[src/rtl/fdec_pkg.sv]
package fdec_pkg;
    localparam int FDEC_FRAC_W = 10;

    typedef enum logic {
        MODE_NEAREST = 1'b0,
        MODE_BLEND   = 1'b1
    } fdec_mode_e;
endpackage

[src/rtl/fdec_phase.sv]
module fdec_phase
    import fdec_pkg::*;
#(
    parameter int RATIO_W = 32,
    parameter int FRAC_W  = FDEC_FRAC_W
) (
    input  logic               clk,
    input  logic               rst_n,
    input  logic [RATIO_W-1:0] ratio,
    input  fdec_mode_e         mode,
    output logic               fire,
    output logic [FRAC_W-1:0]  frac
);
    localparam int CNT_W = RATIO_W - FRAC_W + 1;
    localparam logic [RATIO_W-1:0] ONE_V  = RATIO_W'(1) << FRAC_W;
    localparam logic [FRAC_W-1:0]  HALF_V = FRAC_W'(1) << (FRAC_W - 1);

    typedef struct packed {
        logic [CNT_W-1:0]  rem;
        logic [FRAC_W-1:0] frac;
        logic              first;
    } phase_t;

    phase_t s_q, s_d;

    logic               boundary;
    logic [RATIO_W-1:0] step;
    logic [FRAC_W-1:0]  base;
    logic [RATIO_W:0]   nxt;

    always_comb begin
        s_d      = s_q;
        step     = (ratio < ONE_V) ? ONE_V : ratio;
        boundary = s_q.first || (s_q.rem == CNT_W'(1));
        if (s_q.first) begin
            base = (mode == MODE_NEAREST) ? HALF_V : '0;
        end else begin
            base = s_q.frac;
        end
        nxt = {1'b0, step} + (RATIO_W + 1)'(base);
        if (boundary) begin
            s_d.rem   = nxt[RATIO_W:FRAC_W];
            s_d.frac  = nxt[FRAC_W-1:0];
            s_d.first = 1'b0;
        end else begin
            s_d.rem   = s_q.rem - CNT_W'(1);
        end
    end

    always_ff @(posedge clk) begin
        if (!rst_n) begin
            s_q <= '{rem: '0, frac: '0, first: 1'b1};
        end else begin
            s_q <= s_d;
        end
    end

    assign fire = boundary && !s_q.first;
    assign frac = s_q.frac;

    assert_count_live_R3: assert property (@(posedge clk) disable iff (!rst_n)
        !s_q.first |-> s_q.rem != '0);

    assert_count_steps_R3: assert property (@(posedge clk) disable iff (!rst_n)
        (!s_q.first && s_q.rem > CNT_W'(1)) |=> s_q.rem == $past(s_q.rem) - CNT_W'(1));
endmodule

[src/rtl/fdec_blend.sv]
module fdec_blend
    import fdec_pkg::*;
#(
    parameter int IN_W   = 18,
    parameter int OUT_W  = 16,
    parameter int FRAC_W = FDEC_FRAC_W
) (
    input  logic [IN_W-1:0]   now,
    input  logic [IN_W-1:0]   prev,
    input  logic [FRAC_W-1:0] frac,
    input  fdec_mode_e        mode,
    output logic [OUT_W-1:0]  res
);
    localparam int PW    = IN_W + FRAC_W + 2;
    localparam int HI_I  = (1 << (OUT_W - 1)) - 1;
    localparam logic signed [PW-1:0] HI_V = PW'(HI_I);
    localparam logic signed [PW-1:0] LO_V = PW'(-HI_I - 1);

    logic signed [IN_W:0]  diff;
    logic signed [PW-1:0]  prod;
    logic signed [PW-1:0]  mix;
    logic signed [PW-1:0]  pick;
    logic signed [PW-1:0]  sat;

    always_comb begin
        diff = $signed({now[IN_W-1], now}) - $signed({prev[IN_W-1], prev});
        prod = PW'(diff) * PW'($signed({1'b0, frac}));
        mix  = PW'($signed(prev)) + (prod >>> FRAC_W);
        pick = (mode == MODE_NEAREST) ? PW'($signed(now)) : mix;
        if (pick > HI_V) begin
            sat = HI_V;
        end else if (pick < LO_V) begin
            sat = LO_V;
        end else begin
            sat = pick;
        end
        res = sat[OUT_W-1:0];
    end
endmodule

[src/rtl/frac_decimator.sv]
module frac_decimator
    import fdec_pkg::*;
#(
    parameter int IN_W    = 18,
    parameter int OUT_W   = 16,
    parameter int RATIO_W = 32,
    parameter int FRAC_W  = FDEC_FRAC_W
) (
    input  logic               clk,
    input  logic               rst_n,
    input  logic [IN_W-1:0]    in_sample,
    input  logic [RATIO_W-1:0] ratio,
    input  logic               mode,
    output logic [OUT_W-1:0]   out_sample,
    output logic               out_valid
);
    localparam int HI_I = (1 << (OUT_W - 1)) - 1;
    localparam logic signed [IN_W-1:0] HI_V = IN_W'(HI_I);
    localparam logic signed [IN_W-1:0] LO_V = IN_W'(-HI_I - 1);

    typedef struct packed {
        logic [IN_W-1:0]  prev;
        logic [OUT_W-1:0] out;
        logic             valid;
    } top_t;

    top_t s_q, s_d;

    fdec_mode_e        md;
    logic              fire;
    logic [FRAC_W-1:0] frac;
    logic [OUT_W-1:0]  blended;

    assign md = fdec_mode_e'(mode);

    fdec_phase #(.RATIO_W(RATIO_W), .FRAC_W(FRAC_W)) u_phase (
        .clk   (clk),
        .rst_n (rst_n),
        .ratio (ratio),
        .mode  (md),
        .fire  (fire),
        .frac  (frac)
    );

    fdec_blend #(.IN_W(IN_W), .OUT_W(OUT_W), .FRAC_W(FRAC_W)) u_blend (
        .now  (in_sample),
        .prev (s_q.prev),
        .frac (frac),
        .mode (md),
        .res  (blended)
    );

    always_comb begin
        s_d       = s_q;
        s_d.prev  = in_sample;
        s_d.valid = fire;
        if (fire) begin
            s_d.out = blended;
        end
    end

    always_ff @(posedge clk) begin
        if (!rst_n) begin
            s_q <= '0;
        end else begin
            s_q <= s_d;
        end
    end

    assign out_sample = s_q.out;
    assign out_valid  = s_q.valid;

    // Bounds of the two samples being blended, widened by the saturation limits.
    logic signed [IN_W-1:0] span_lo, span_hi, span_floor, span_ceil;
    logic                   in_fits;
    always_comb begin
        span_lo    = ($signed(in_sample) < $signed(s_q.prev)) ? $signed(in_sample) : $signed(s_q.prev);
        span_hi    = ($signed(in_sample) < $signed(s_q.prev)) ? $signed(s_q.prev) : $signed(in_sample);
        span_floor = (span_lo < HI_V) ? span_lo : HI_V;
        span_ceil  = (span_hi > LO_V) ? span_hi : LO_V;
        in_fits    = ($signed(in_sample) <= HI_V) && ($signed(in_sample) >= LO_V);
    end

    assert_hold_between_R10: assert property (@(posedge clk) disable iff (!rst_n)
        !out_valid |-> $stable(out_sample));

    assert_nearest_pass_R5: assert property (@(posedge clk) disable iff (!rst_n)
        (out_valid && $past(mode) == 1'b0 && $past(in_fits))
        |-> out_sample == $past(in_sample[OUT_W-1:0]));

    assert_blend_span_R7: assert property (@(posedge clk) disable iff (!rst_n)
        (out_valid && $past(mode) == 1'b1)
        |-> (IN_W'($signed(out_sample)) >= $past(span_floor)
             && IN_W'($signed(out_sample)) <= $past(span_ceil)));
endmodule

[config.mk]
export PLATFORM = sky130hd
export DESIGN_NAME = frac_decimator
export DESIGN_NICKNAME = d
export VERILOG_FILES = /design/src/rtl/fdec_pkg.sv /design/src/rtl/fdec_phase.sv /design/src/rtl/fdec_blend.sv /design/src/rtl/frac_decimator.sv
export SDC_FILE = /design/constraint.sdc
export NUM_CORES = 1
export LEC_CHECK = 0
export ABC_AREA = 1
export BUFFER_PORTS_ARGS = -buffer_cell sky130_fd_sc_hd__buf_4
export CAP_MARGIN = 5
export CORE_UTILIZATION = 25
export DETAILED_ROUTE_END_ITERATION = 8
export PLACE_DENSITY = 0.4
export SETUP_SLACK_MARGIN = 0.4
export SLEW_MARGIN = 20
export SYNTH_ARGS = -nofsm -noshare
export SYNTH_HDL_FRONTEND = slang
export SYNTH_HIERARCHICAL = 1
export SYNTH_SLANG_ARGS = --single-unit
[constraint.sdc]
create_clock -name clk -period 8.46 [get_ports clk]
set_input_delay 0.423 -clock clk [delete_from_list [all_inputs] [get_ports clk]]
set_output_delay 0.423 -clock clk [all_outputs]
set_load 0.02 [all_outputs]
==> results.sh <==
export IMPL_dp_cells=3178
export IMPL_period_share_pct=97.9
export IMPL_ant_nets=0
export IMPL_rr_worst_depth=45
export IMPL_ys_ff_latch=69
export IMPL_cts_clk_slew_worst_paths_ns=0.06
export IMPL_clockRootBuffer="clkbuf_16"
export IMPL_min_to="s_q[17]"
export IMPL_worst_path_buf_inv=11
export IMPL_slew_headroom_pct=44.1
export IMPL_grt_pass1_wl_mm=80.2
export IMPL_core_area_mm2=0.0566
export IMPL_hold_class="input pin to flop"
export IMPL_overflow=0
export IMPL_critPathArrivalTime_ns=8.58
export IMPL_initialDrtViolationCount=606
export IMPL_drt_vias_per_instance=4.39
export IMPL_syn_num_nets=2457
export IMPL_antenna_found_initial=2
export IMPL_track_usage_pct=17.3
export IMPL_design_die_area_mm2=0.0584
export IMPL_drc=0
export IMPL_final_cell_mix="buf_4 (422), inv_1 (410), nand2_1 (405)"
export IMPL_hold_buffers=0
export IMPL_rows=87
export IMPL_synth_warnings=6
export IMPL_worstPathRequired_ns=8.76
export IMPL_ir_drop_mv=0.266
export IMPL_yosys_area_top_type_share_pct=23.8
export IMPL_hold_viol=0
export IMPL_regToRegEndpoint="out_sample[7]"
export IMPL_syn_area_mm2=0.0144
export IMPL_numCtsBuffers=9
export IMPL_instances_no_fill=3274
export IMPL_min_period_ns=8.29
export IMPL_place_area_mm2=0.0177
export IMPL_vias=14388
export IMPL_async_reset_ff_share_pct=0
export IMPL_min_from="in_sample[0]"
export IMPL_hold_depth=3
export IMPL_cap_violations=0
export IMPL_start_util_pct=25.4
export IMPL_outcome="finished, final reports clean"
export IMPL_p_leak_nw=10.2
export IMPL_place_congestion=0.884
export IMPL_fin_tns_setup_ns=0
export IMPL_dr_pass1_iters=5
export IMPL_drive_above_1_share_pct=33.6
export IMPL_rsz0062_at_grt="true"
export IMPL_fin_skew_ns=0.0138
export IMPL_final_area_mm2=0.0204
export IMPL_max_freq_mhz=121
export IMPL_path_max_fanout=7
export IMPL_total_power_mw=9.92
export IMPL_power_density_mw_per_mm2=486
export IMPL_clk_path_buf_depth=2
export IMPL_synth_cells=2116
export IMPL_fp_dieW_um=242
export IMPL_critPathKind="flop to flop"
export IMPL_nNetsFinal=2854
export IMPL_ys_types=55
export IMPL_place_port_buffers=69
export IMPL_synth_edf_count=0
export IMPL_grt_max_degree=52
export IMPL_ys_seq_area_share_pct=9.62
export IMPL_cp_slowest_stage_delay_ns=0.54
export IMPL_cpMaxStageDelayCell="fa_1"
export IMPL_end_kind="flop"
export IMPL_reg2reg_slack_ns=0.17
export IMPL_diodes=0
export IMPL_synth_flop_cell="dfxtp_1"
export IMPL_syn_area_per_cell_um2=6.78
export IMPL_final_common_cell="buf_4"
export IMPL_grt_pass1_vias=14745
export IMPL_setup_violations_final=0
export IMPL_area_growth_pct=42.1
export IMPL_synth_top_area_cell="fa_1"
export IMPL_io_pins=70
export IMPL_htree_levels=3
export IMPL_hpwl_mm=41.7
export IMPL_worst_pin_slew_ns=0.829
export IMPL_clkLatencyLatePin_ns=0.37
export IMPL_routed_wl_mm=49.6
export IMPL_clock_sinks=69
export IMPL_cts_tree="done"
export IMPL_die_h_um=242
export IMPL_netlist_top_cells_area="fa_1 (24%), nand2_1 (13%), inv_1 (12%)"
export IMPL_rr_startpoint="s_q[29]"
export IMPL_slew_violations=0
export IMPL_worstSetupStartpointType="flop"
export IMPL_wl_per_cell_um=15.2
export IMPL_path_delay_family="adder cells"
[synthesized netlist by cell type, types with 20 or more instances]
master,number
a21oi_1,94
fa_1,171
o21ai_0,46
xor2_1,29
nor2_1,256
ha_1,117
nor3_1,23
nand2_1,485
xnor2_1,20
dfxtp_1,69
buf_4,30
nand3_1,109
nand4_1,24
inv_1,449
[final cells by class]
type / instances / area, um^2
clock buffers: 9 / 225
flip-flops and latches: 69 / 1400
inverters: 463 / 1740
multi-input cells: 1518 / 12500
clock inverters: 7 / 97.6
fillers: 6118 / 36200
well taps: 756 / 946
repair buffers: 452 / 3540
[report_power, final]
group	internal, mW	leakage, nW	switching (mW)
clock network	0.259	0.152	0.166
registers	0.344	0.572	0.0157
logic	4.33	9.51	4.80
[kinds of logic (layout without fill, tap and decap cells)]
| logic type | after synthesis | in the layout | share of synthesized area [%] |
|---|---|---|---|
| AOI/OAI and AO/OA | 207 | 207 | 8.57 |
| xor gates and xnor gates | 52 | 52 | 3.33 |
| adders and majority gates | 288 | 288 | 34.0 |
| buffers and inverters | 530 | 931 | 15.3 |
| DFF | 69 | 69 | 9.62 |
| and+or+nand+nor | 970 | 971 | 29.1 |
[state kept, by name, indices dropped and copies added (netlist names)]
name,cells
u_phase/frac,10
out_sample,16
out_valid,1
u_phase/s_q,24
s_q,18
[worst max-delay path by stage]
| stage | startpoint | cells past startpoint | slack (ns) | end |
|---|---|---|---|---|
| 6_report | s_q[29] | 45 | 0.17 | out_sample[7] |
| 3_3_place_gp | in_sample[16] | 46 | -0.98 | out_sample[0] |
| 3_5_place_dp | in_sample[16] | 46 | -0.85 | out_sample[0] |
| 5_1_grt | s_q[19] | 51 | -0.22 | out_sample[7] |
| 2_1_floorplan | in_sample[2] | 53 | 0.54 | out_sample[14] |
| 4_1_cts | s_q[17] | 44 | 0.23 | out_sample[0] |
[worst min-delay path, cell delays in order]
cell and delay, ns:
buf_4 0.09, nand2_1 0.04, inv_1 0.04
[through the flow]
stage / utilization (%) / setup WS [ns] / hold WS, ns
finish: 36.0 / 0.175 / 0.259
global placement: 31.2 / -0.978 / 0.462
CTS: 34.5 / 0.231 / 0.236
floorplan: - / 0.536 / 0.450
detailed placement: 31.2 / -0.852 / 0.463
global route: 36.0 / -0.217 / 0.263
[layer usage]
metal  track usage, %  up-vias  routed length (um)  part of all wire, %
li1                 -     7229                   -                    -
met1             24.2     6955               24600                   50
met5                0        -                  26                0.052
met4             2.30        4                 416                 0.84
met2             28.6      172               23200                   47
met3             2.40       28                1390                  2.8
[timing repair]
item,in CTS,in global routing
endpoints found under the setup margin,16,16
buffers inserted,46,32
gates resized for setup,272,158
cloned,1,1
pin swaps,110,166
Power figures use the tool's default switching activity.
